`config.mk`:
```
export PLATFORM = sky130hd
export DESIGN_NAME = pwm_db_top
export DESIGN_NICKNAME = d
export VERILOG_FILES = /design/src/rtl/pwm_db_pkg.sv /design/src/rtl/pwm_db_shadow.sv /design/src/rtl/pwm_db_timebase.sv /design/src/rtl/pwm_db_deadband.sv /design/src/rtl/pwm_db_top.sv
export SDC_FILE = /design/constraint.sdc
export NUM_CORES = 1
export LEC_CHECK = 0
export ABC_AREA = 1
export CAP_MARGIN = 10
export CORE_MARGIN = 1
export CORE_UTILIZATION = 55
export DETAILED_ROUTE_END_ITERATION = 10
export PLACE_DENSITY = 0.79
export RECOVER_POWER = 100
export SLEW_MARGIN = 0
export SYNTH_ARGS = -nofsm -noshare
export SYNTH_HDL_FRONTEND = slang
export SYNTH_SLANG_ARGS = --single-unit
```
`constraint.sdc`:
```
create_clock -name clk -period 2.35 [get_ports clk]
set_input_delay 0.705 -clock clk [delete_from_list [all_inputs] [get_ports clk]]
set_output_delay 0.705 -clock clk [all_outputs]
set_load 0.01 [all_outputs]
```
`src/rtl/pwm_db_pkg.sv`:
```
package pwm_db_pkg;

    localparam int CNT_W  = 8;
    localparam int DB_W   = 7;
    localparam int NUM_CH = 2;
    localparam int CH_HI  = 0;
    localparam int CH_LO  = 1;

    typedef logic [CNT_W-1:0] cnt_t;
    typedef logic [DB_W-1:0]  db_t;

    typedef struct packed {
        cnt_t per;
        cnt_t duty;
        db_t  db;
    } pwm_cfg_t;

    function automatic logic in_primary(input cnt_t cnt, input cnt_t duty);
        return cnt < duty;
    endfunction

endpackage

```
`src/rtl/pwm_db_shadow.sv`:
```
module pwm_db_shadow
    import pwm_db_pkg::*;
(
    input  logic     clk,
    input  logic     rst,
    input  logic     en,
    input  logic     wrap,
    input  pwm_cfg_t cfg_in,
    output pwm_cfg_t cfg_q,
    output pwm_cfg_t cfg_nxt
);

    logic load;

    // The working set follows the inputs while idle, else only at the wrap.
    assign load    = !en || wrap;
    assign cfg_nxt = load ? cfg_in : cfg_q;

    always_ff @(posedge clk) begin
        if (rst) begin
            cfg_q <= '0;
        end else begin
            cfg_q <= cfg_nxt;
        end
    end

    assert_cfg_hold_R10: assert property (@(posedge clk) disable iff (rst)
        (en && !wrap) |=> $stable(cfg_q));

endmodule

```
`src/rtl/pwm_db_timebase.sv`:
```
module pwm_db_timebase
    import pwm_db_pkg::*;
(
    input  logic              clk,
    input  logic              rst,
    input  logic              en,
    input  pwm_cfg_t          cfg_q,
    output logic              wrap,
    output logic [NUM_CH-1:0] win
);

    cnt_t cnt;
    logic prim;

    assign wrap = (cnt == cfg_q.per);
    assign prim = in_primary(cnt, cfg_q.duty);
    assign win[CH_HI] = prim;
    assign win[CH_LO] = !prim;

    always_ff @(posedge clk) begin
        if (rst || !en) begin
            cnt <= '0;
        end else if (wrap) begin
            cnt <= '0;
        end else begin
            cnt <= cnt + cnt_t'(1);
        end
    end

    assert_cnt_in_range_R3: assert property (@(posedge clk) disable iff (rst)
        en |-> (cnt <= cfg_q.per));

endmodule

```
`src/rtl/pwm_db_deadband.sv`:
```
module pwm_db_deadband
    import pwm_db_pkg::*;
(
    input  logic clk,
    input  logic rst,
    input  logic en,
    input  logic win,
    input  db_t  db_load,
    output logic drive
);

    db_t dc;

    // Reloaded whenever the ideal window is closed; counts down inside it.
    always_ff @(posedge clk) begin
        if (rst) begin
            dc <= '0;
        end else if (!en || !win) begin
            dc <= db_load;
        end else if (dc != '0) begin
            dc <= dc - db_t'(1);
        end
    end

    assign drive = en && !rst && win && (dc == '0);

    assert_start_delay_R6: assert property (@(posedge clk) disable iff (rst)
        (en && $past(en) && !$past(rst) && win && !$past(win) && ($past(db_load) != '0))
        |-> !drive);

endmodule

```
`src/rtl/pwm_db_top.sv`:
```
module pwm_db_top
    import pwm_db_pkg::*;
(
    input  logic             clk,
    input  logic             rst,
    input  logic             en,
    input  logic [CNT_W-1:0] period_in,
    input  logic [CNT_W-1:0] duty_in,
    input  logic [DB_W-1:0]  dband_in,
    output logic             pwm_hi,
    output logic             pwm_lo
);

    pwm_cfg_t          cfg_in;
    pwm_cfg_t          cfg_q;
    pwm_cfg_t          cfg_nxt;
    logic              wrap;
    logic [NUM_CH-1:0] win;
    logic [NUM_CH-1:0] drv;

    assign cfg_in = '{per: period_in, duty: duty_in, db: dband_in};

    pwm_db_shadow u_shadow (
        .clk     (clk),
        .rst     (rst),
        .en      (en),
        .wrap    (wrap),
        .cfg_in  (cfg_in),
        .cfg_q   (cfg_q),
        .cfg_nxt (cfg_nxt)
    );

    pwm_db_timebase u_timebase (
        .clk   (clk),
        .rst   (rst),
        .en    (en),
        .cfg_q (cfg_q),
        .wrap  (wrap),
        .win   (win)
    );

    for (genvar g = 0; g < NUM_CH; g++) begin : g_ch
        pwm_db_deadband u_db (
            .clk     (clk),
            .rst     (rst),
            .en      (en),
            .win     (win[g]),
            .db_load (cfg_nxt.db),
            .drive   (drv[g])
        );
    end

    assign pwm_hi = drv[CH_HI];
    assign pwm_lo = drv[CH_LO];

    assert_never_overlap_R9: assert property (@(posedge clk) disable iff (rst)
        !(pwm_hi && pwm_lo));

endmodule

```
==> results of run 1 <==
## area by class of cell
cell class | count | area, sq um
Fill cell | 324 | 1049
Clock buffer | 7 | 86.33
Sequential cell | 45 | 908.4
Multi-Input combinational cell | 229 | 1318
Tap cell | 50 | 62.56
Inverter | 41 | 158.9
Timing Repair Buffer | 59 | 504.2
## critical path: cells and delay by family (launching register included)
| kind | cells | cell delay (ns) |
|---|---|---|
| and+or+nand+nor | 6 | 0.47 |
| adders and majority gates | 1 | 0.24 |
| AOI/OAI and AO/OA | 1 | 0.12 |
| DFF | 1 | 0.33 |
| buffers and inverters | 4 | 0.39 |
## cells by family after synthesis
kind of cell	Yosys count	synth area share (%)
and+or+nand+nor	150	29.31
DFF	45	37.62
adders and majority gates	12	6.269
buffers and inverters	51	10.19
xor gates and xnor gates	16	5.851
AOI/OAI and AO/OA	51	10.76
## per-layer routing
layer	GRT usage [%]	routed length [microns]	vias to the layer above
li1	-	-	1151
met1	33.74	2610	1004
met2	43.01	2602	61
met3	5.000	285	14
met4	12.24	142	0
met5	0	0	-
## worst paths after layout
kind                             end  slack, ns  cells after the start
hold / removal    u_shadow.cfg_q[15]       0.47                      2
setup / recovery              pwm_lo      -0.23                     12
hold reg to reg   u_shadow.cfg_q[15]       0.47                      2
setup reg to reg   u_timebase.cnt[4]          0                     11
## cell usage in the layout (no fill, tap or decap)
cell,netlist,layout
nand2_1,58,56
dfxtp_1,45,41
inv_1,40,36
nor2_1,38,35
buf_4,2,31
nand3_1,29,29
a21oi_1,29,28
clkdlybuf4s50_1,0,25
o21ai_0,17,17
xor2_1,10,10
ha_1,12,8
nor2_2,4,7
nand2_4,5,6
xnor2_1,6,6
nand4_1,6,6
clkbuf_8,0,6
nand2_2,3,5
inv_2,0,4
o21ai_1,4,4
ha_4,0,3
dfxtp_2,0,3
nor3_1,3,2
buf_2,1,2
a21oi_4,0,1
nor3_2,0,1
nand3_4,0,1
inv_6,1,1
nor3b_1,1,1
or2_2,1,1
o211ai_1,1,1
ha_2,0,1
clkbuf_1,3,1
buf_6,3,1
dfxtp_4,0,1
## sequential cells by signal, indices dropped and copies added, names as in the netlist
register / count
u_shadow.cfg_q: 23
g_ch.u_db.dc: 14
u_timebase.cnt: 8
## through the flow
| stage | std cells | instance area, sq um | hold slack (ns) | power (mW) | setup TNS (ns) |
|---|---|---|---|---|---|
| after floorplan | 325 | 2395 | 0.4354 | 1.227 | 0 |
| after global placement | 416 | 2823 | 0.4487 | 1.354 | -0.9584 |
| after detailed placement | 416 | 2823 | 0.4544 | 1.371 | -0.9646 |
| after CTS | 433 | 3023 | 0.4665 | 1.890 | -0.7682 |
| after global routing | 431 | 3038 | 0.5117 | 2.004 | -3.583 |
| final | 431 | 3038 | 0.4712 | 1.883 | -1.096 |
## power by group through the flow
stage | sequential, mW | clock [mW] | combinational, mW
after floorplan | 0.872 | 0 | 0.356
after global placement | 0.875 | 0 | 0.479
after detailed placement | 0.878 | 0 | 0.493
after CTS | 0.861 | 0.498 | 0.530
after global routing | 0.869 | 0.530 | 0.605
final | 0.862 | 0.483 | 0.539
## timing repair
action                                  in CTS  in global routing
pin swaps                                    6                  9
setup buffers                               10                  1
endpoints found under the setup margin       2                  4
resized for setup                           21                 14
==> load_flow_metrics.sql, run 1 <==
INSERT INTO impl_metrics (metric_group, metric, value, unit) VALUES
('status', 'outcome', 'finished, violations left', ''),
('status', 'failed_checks', 'negative setup slack', ''),
('timing', 'report.final.hold_viol_count', '0', ''),
('timing', 'min_period_over_period', '109.6', '%'),
('worst_hold_path', 'hold_class', 'reg -> reg', ''),
('power', 'leakagePower', '1.425', 'nW'),
('worst_setup_path', 'worstPathArrival', '1.87', 'ns'),
('power', 'clkPwrFrac', '25.6', '%'),
('global_routing', 'first_pass_grt_wire_length', '9066', 'microns'),
('die', 'area_of_the_core_region', '4086', 'sq um'),
('yosys', 'yosys_warnings', '0', ''),
('worst_setup_path', 'cp_cell_sequence', 'inv_2, ha_4, a21oi_4, nor2_2, nor3_2, buf_4, nand2_4, nand2_2, inv_2, nand2_2, nor2_2, buf_2', ''),
('timing', 'timing_max_transition_violations_final', '0', ''),
('worst_setup_path', 'r2r_start', 'u_timebase.cnt[7]', ''),
('timing', 'worst_relative_slew_slack', '51.55', '%'),
('yosys', 'synth_cell_types', '27', ''),
('global_routing', 'grt_antenna_before_repair', '0', ''),
('global_routing', 'gr-total-overflow', '0', ''),
('clock_network', 'cts.htree.levels', '2', ''),
('timing', 'final_critical_path_setup_slack', '-0.2265', 'ns'),
('yosys', 'netlist_area', '2395', 'sq um'),
('clock_network', 'cts.sink_count', '45', ''),
('worst_setup_path', 'worstPathMaxFanout', '2', ''),
('yosys', 'yosys_most_used_dff', 'dfxtp_1', ''),
('global_routing', 'grt_start_max_net_pins', '28', ''),
('worst_setup_path', 'critical_path.startpoint_type', 'flip-flop', ''),
('power', 'comb_power_share', '28.6', '%'),
('timing', 'timing.fmax', '388.1', 'MHz'),
('cells_and_area', 'antenna-diode-count', '0', ''),
('power', 'power_switching_share', '30.94', '%'),
('yosys', 'yosys.cell_count.top_type', 'nand2_1', ''),
('worst_hold_path', 'min_from', 'u_shadow.cfg_q[15]', ''),
('global_routing', 'grt_usage', '26.54', '%'),
('placement', 'detailedPlace.worstSlack', '-0.5145', 'ns'),
('routing', 'drt-pass1-iter-count', '4', ''),
('routing', 'post-route-drc-count', '0', ''),
('routing', 'totalWireLength', '5640', 'microns'),
('worst_setup_path', 'cpMaxStageDelayCell', 'dfxtp_2', ''),
('clock_network', 'clockRootBuffer', 'clkbuf_8', ''),
('clock_network', 'hold_buffers', '0', ''),
('routing', 'initialDrtViolationCount', '112', ''),
('worst_setup_path', 'startpoint', 'u_shadow.cfg_q[12]', ''),
('routing', 'via_count', '2230', ''),
('die', 'core.rowCount', '23', ''),
('yosys', 'postSynthRegisterBits', '45', ''),
('cells_and_area', 'fin_nets', '419', ''),
('clock_network', 'tritoncts_clock_tree', 'built', ''),
('cells_and_area', 'utilization', '74.34', '%'),
('timing', 'layout_min_cycle_time', '2.576', 'ns'),
('power', 'power.sequential.fraction', '45.7', '%'),
('yosys', 'post_synth_most_frequent_cells', 'nand2_1 (58), dfxtp_1 (45), inv_1 (40), nor2_1 (38)', ''),
('placement', 'final_weighted_congestion_of_routability_driven_global_placement', '0.8027', ''),
('yosys', 'ys_seq_area_share', '37.62', '%'),
('yosys', 'synth-edff-count', '0', ''),
('power', 'internal_power', '1.301', 'mW'),
('worst_setup_path', 'critical_path_class', 'reg -> out', ''),
('worst_setup_path', 'critical_path.endpoint_type', 'output port', ''),
('yosys', 'ys_async_sr_fraction', '0', '%'),
('global_routing', 'first_global_vias', '2053', ''),
('yosys', 'synthesis.nets', '363', ''),
('routing', 'antenna_violating_nets_post_route', '0', ''),
('yosys', 'post_synth.cell_area_avg', '7.369', 'sq um'),
('timing', 'setup-violations-final', '14', ''),
('clock_network', 'buffers_from_clock_root_to_sink_at_most', '2', ''),
('die', 'initial_core_utilization', '58.60', '%'),
('placement', 'dp.final_hpwl', '3749', 'microns'),
('yosys', 'synth.top_cells.by_area', 'dfxtp_1 (38%), nand2_1 (9.1%), ha_1 (6.3%)', ''),
('die', 'die-height', '67.99', 'microns'),
('clock_network', 'clkLatencyLatePin', '0.30', 'ns'),
('worst_setup_path', 'slowest_delay', '0.33', 'ns'),
('die', 'die_w', '67.99', 'microns');
Power figures use the tool's default switching activity.
==> inputs of run 2 (changes only) <==
MAX_ROUTING_LAYER = met4   (was not set)
==> run 2 against run 1 <==
Effect of this change:
- the run still ends with negative setup slack left
- critical path type is now in -> reg
- critical endpoint is now u_timebase.cnt[4]
- largest power group unchanged
- final cell count did not move
- first-iteration DRC count up 21%
- worst setup slack lost 0.00099 ns
- largest cell class unchanged
==> load_flow_metrics.sql, run 2 (same netlist as run 1, synthesis figures left out) <==
INSERT INTO impl_metrics (metric_group, metric, value, unit) VALUES
('die', 'io_pins', '28', ''),
('clock_network', 'clockRootBuffer', 'clkbuf_8', ''),
('global_routing', 'gr-total-overflow', '0', ''),
('placement', 'final_weighted_congestion_of_routability_driven_global_placement', '0.8143', ''),
('routing', 'route.detailed.vias_per_inst', '5.151', ''),
('power', 'power_switching_share', '30.91', '%'),
('worst_setup_path', 'reg2regPathDepth', '11', ''),
('status', 'failed_checks', 'negative setup slack', ''),
('timing', 'min_period_over_period', '109.7', '%'),
('clock_network', 'hold_buffers', '0', ''),
('timing', 'timing_max_transition_violations_final', '0', ''),
('die', 'die_area', '4622', 'sq um'),
('timing', 'setup-tns-final', '-1.181', 'ns'),
('cells_and_area', 'utilization', '74.34', '%'),
('cells_and_area', 'area_delta_synth_final', '26.85', '%'),
('power', 'leakagePower', '1.425', 'nW'),
('global_routing', 'grt_antenna_before_repair', '0', ''),
('power', 'clkPwrFrac', '25.7', '%'),
('clock_network', 'tritoncts_clock_tree', 'built', ''),
('die', 'die_w', '67.99', 'microns'),
('power', 'p_switching', '581.8', 'uW'),
('cells_and_area', 'largest_register_ffs', '23', ''),
('routing', 'initialDrtViolationCount', '135', ''),
('worst_setup_path', 'critical_path.endpoint_type', 'flip-flop', ''),
('routing', 'route.detailed.wl_per_inst', '12.99', 'microns'),
('die', 'initial_core_utilization', '58.60', '%'),
('cells_and_area', 'reg.largest.list', 'u_shadow.cfg_q (23), g_ch.u_db.dc (14), u_timebase.cnt (8)', ''),
('global_routing', 'grt_start_max_net_pins', '28', ''),
('clock_network', 'worst_setup_hold_path_clk_slew', '0.08', 'ns'),
('die', 'area_of_the_core_region', '4086', 'sq um'),
('worst_hold_path', 'min_from', 'u_shadow.cfg_q[15]', ''),
('worst_setup_path', 'regToRegSetupSlack', '0', 'ns'),
('worst_setup_path', 'cp_cell_sequence', 'clkdlybuf4s50_1, buf_4, nand2_1, inv_6, nand2_4, nor3b_1', ''),
('worst_hold_path', 'hold_class', 'reg -> reg', ''),
('global_routing', 'grt_usage', '27.37', '%'),
('clock_network', 'buffers_from_clock_root_to_sink_at_most', '2', ''),
('timing', 'final_critical_path_setup_slack', '-0.2275', 'ns'),
('routing', 'post-route-drc-count', '0', ''),
('clock_network', 'clkLatencyLatePin', '0.30', 'ns'),
('clock_network', 'cts.sink_count', '45', ''),
('cells_and_area', 'fraction_of_layout_instances_using_a_drive_strength_above_1', '19.69', '%'),
('timing', 'maximum_clock_skew_at_final_layout', '0.007332', 'ns'),
('placement', 'dp.final_hpwl', '3749', 'microns'),
('flow_run', 'maxCapViolCount', '0', ''),
('worst_setup_path', 'worstPathMaxFanout', '27', ''),
('timing', 'report.final.hold_viol_count', '0', ''),
('cells_and_area', 'layout.cells.non_filler', '431', ''),
('cells_and_area', 'design_area', '3038', 'sq um'),
('worst_hold_path', 'hold_end', 'u_shadow.cfg_q[15]', ''),
('worst_setup_path', 'worstPathRequired', '2.54', 'ns'),
('clock_network', 'tritoncts.num_buffers', '5', ''),
('power', 'peakVddDrop', '0.3345', 'mV'),
('die', 'core.rowCount', '23', ''),
('routing', 'totalWireLength', '5597', 'microns'),
('timing', 'grt_setup_unrepaired', 'true', ''),
('worst_setup_path', 'cpMaxStageDelayCell', 'clkdlybuf4s50_1', ''),
('placement', 'placed_cell_area', '2823', 'sq um'),
('routing', 'drt-pass1-iter-count', '4', ''),
('timing', 'layout_min_cycle_time', '2.577', 'ns'),
('die', 'die-height', '67.99', 'microns'),
('worst_setup_path', 'critical_path.startpoint_type', 'primary input', ''),
('clock_network', 'cts.htree.levels', '2', ''),
('cells_and_area', 'top_register', 'u_shadow.cfg_q', ''),
('power', 'power.sequential.fraction', '45.8', '%'),
('power', 'p_per_area', '619.6', 'nW/um^2'),
('worst_setup_path', 'slowest_delay', '0.60', 'ns'),
('timing', 'timing.fmax', '388.0', 'MHz'),
('placement', 'dp.cells', '416', ''),
('status', 'outcome', 'finished, violations left', ''),
('worst_setup_path', 'worstPathArrival', '2.77', 'ns'),
('worst_hold_path', 'timing.hold.worst_path_depth', '2', ''),
('cells_and_area', 'fin_nets', '419', ''),
('timing', 'setup-violations-final', '15', ''),
('worst_setup_path', 'critical_path_class', 'in -> reg', ''),
('routing', 'via_count', '2220', ''),
('placement', 'numPortBuffers', '27', ''),
('global_routing', 'first_pass_grt_wire_length', '9080', 'microns'),
('cells_and_area', 'most-common-layout-cells', 'nand2_1 (56), dfxtp_1 (41), inv_1 (36)', ''),
('cells_and_area', 'antenna-diode-count', '0', ''),
('worst_setup_path', 'r2r_start', 'u_timebase.cnt[7]', ''),
('timing', 'tightestPinTransition', '0.7307', 'ns'),
('timing', 'worst_relative_slew_slack', '51.17', '%'),
('routing', 'antenna_violating_nets_post_route', '0', ''),
('worst_setup_path', 'r2r-end', 'u_timebase.cnt[4]', ''),
('power', 'comb_power_share', '28.6', '%'),
('power', 'internal_power', '1.300', 'mW'),
('global_routing', 'first_global_vias', '2046', ''),
('cells_and_area', 'mostFrequentLayoutCell', 'nand2_1', '');
[run 2: area by class of cell]
type	instances	area (sq um)
multi-input cells	229	1318
fillers	324	1049
flip-flops and latches	45	908.4
repair buffers	59	504.2
inverters	41	158.9
clock buffers	7	86.33
well taps	50	62.56
[run 2: worst max-delay path by stage]
stage                        from                 to  slack, ns  cells after the start
2_1_floorplan   u_timebase.cnt[5]             pwm_hi        0.1                      8
3_3_place_gp                   en             pwm_hi      -0.51                      6
3_5_place_dp                   en             pwm_hi      -0.51                      6
4_1_cts        u_shadow.cfg_q[14]             pwm_lo      -0.22                     12
5_1_grt        u_shadow.cfg_q[14]             pwm_lo      -0.33                     12
6_report                       en  u_timebase.cnt[4]      -0.23                      6
[run 2: metrics by stage]
| step | setup slack, ns | hold WS (ns) | power, mW |
|---|---|---|---|
| after floorplan | 0.09762 | 0.4354 | 1.227 |
| after global routing | -0.3317 | 0.5117 | 2.003 |
| final | -0.2275 | 0.4712 | 1.882 |
| after CTS | -0.2223 | 0.4665 | 1.890 |
| after detailed placement | -0.5145 | 0.4544 | 1.371 |
| after global placement | -0.5090 | 0.4487 | 1.354 |
[run 2: power by group through the flow]
stage / logic (mW) / registers, mW / clock network (mW)
2_1_floorplan: 0.356 / 0.872 / 0
3_3_place_gp: 0.479 / 0.875 / 0
3_5_place_dp: 0.493 / 0.878 / 0
4_1_cts: 0.530 / 0.861 / 0.498
5_1_grt: 0.605 / 0.869 / 0.530
6_report: 0.538 / 0.862 / 0.483
[run 2: per-layer routing]
metal	GRT usage, %	share of wire (%)
met1	34.15	46
met3	5.000	4.5
met2	42.77	46
met4	12.24	2.7
met5	-	0
[run 2: what timing repair did]
action                     CTS  global route
setup endpoints to repair    2             4
setup buffers               10             1
pin swaps                    6             9
gates resized for setup     21            14
[run 2: worst max-delay path, delay by kind of cell]
kind / cells / cell delay (ns)
buf+inv: 3 / 1.19
simple gates: 3 / 0.86
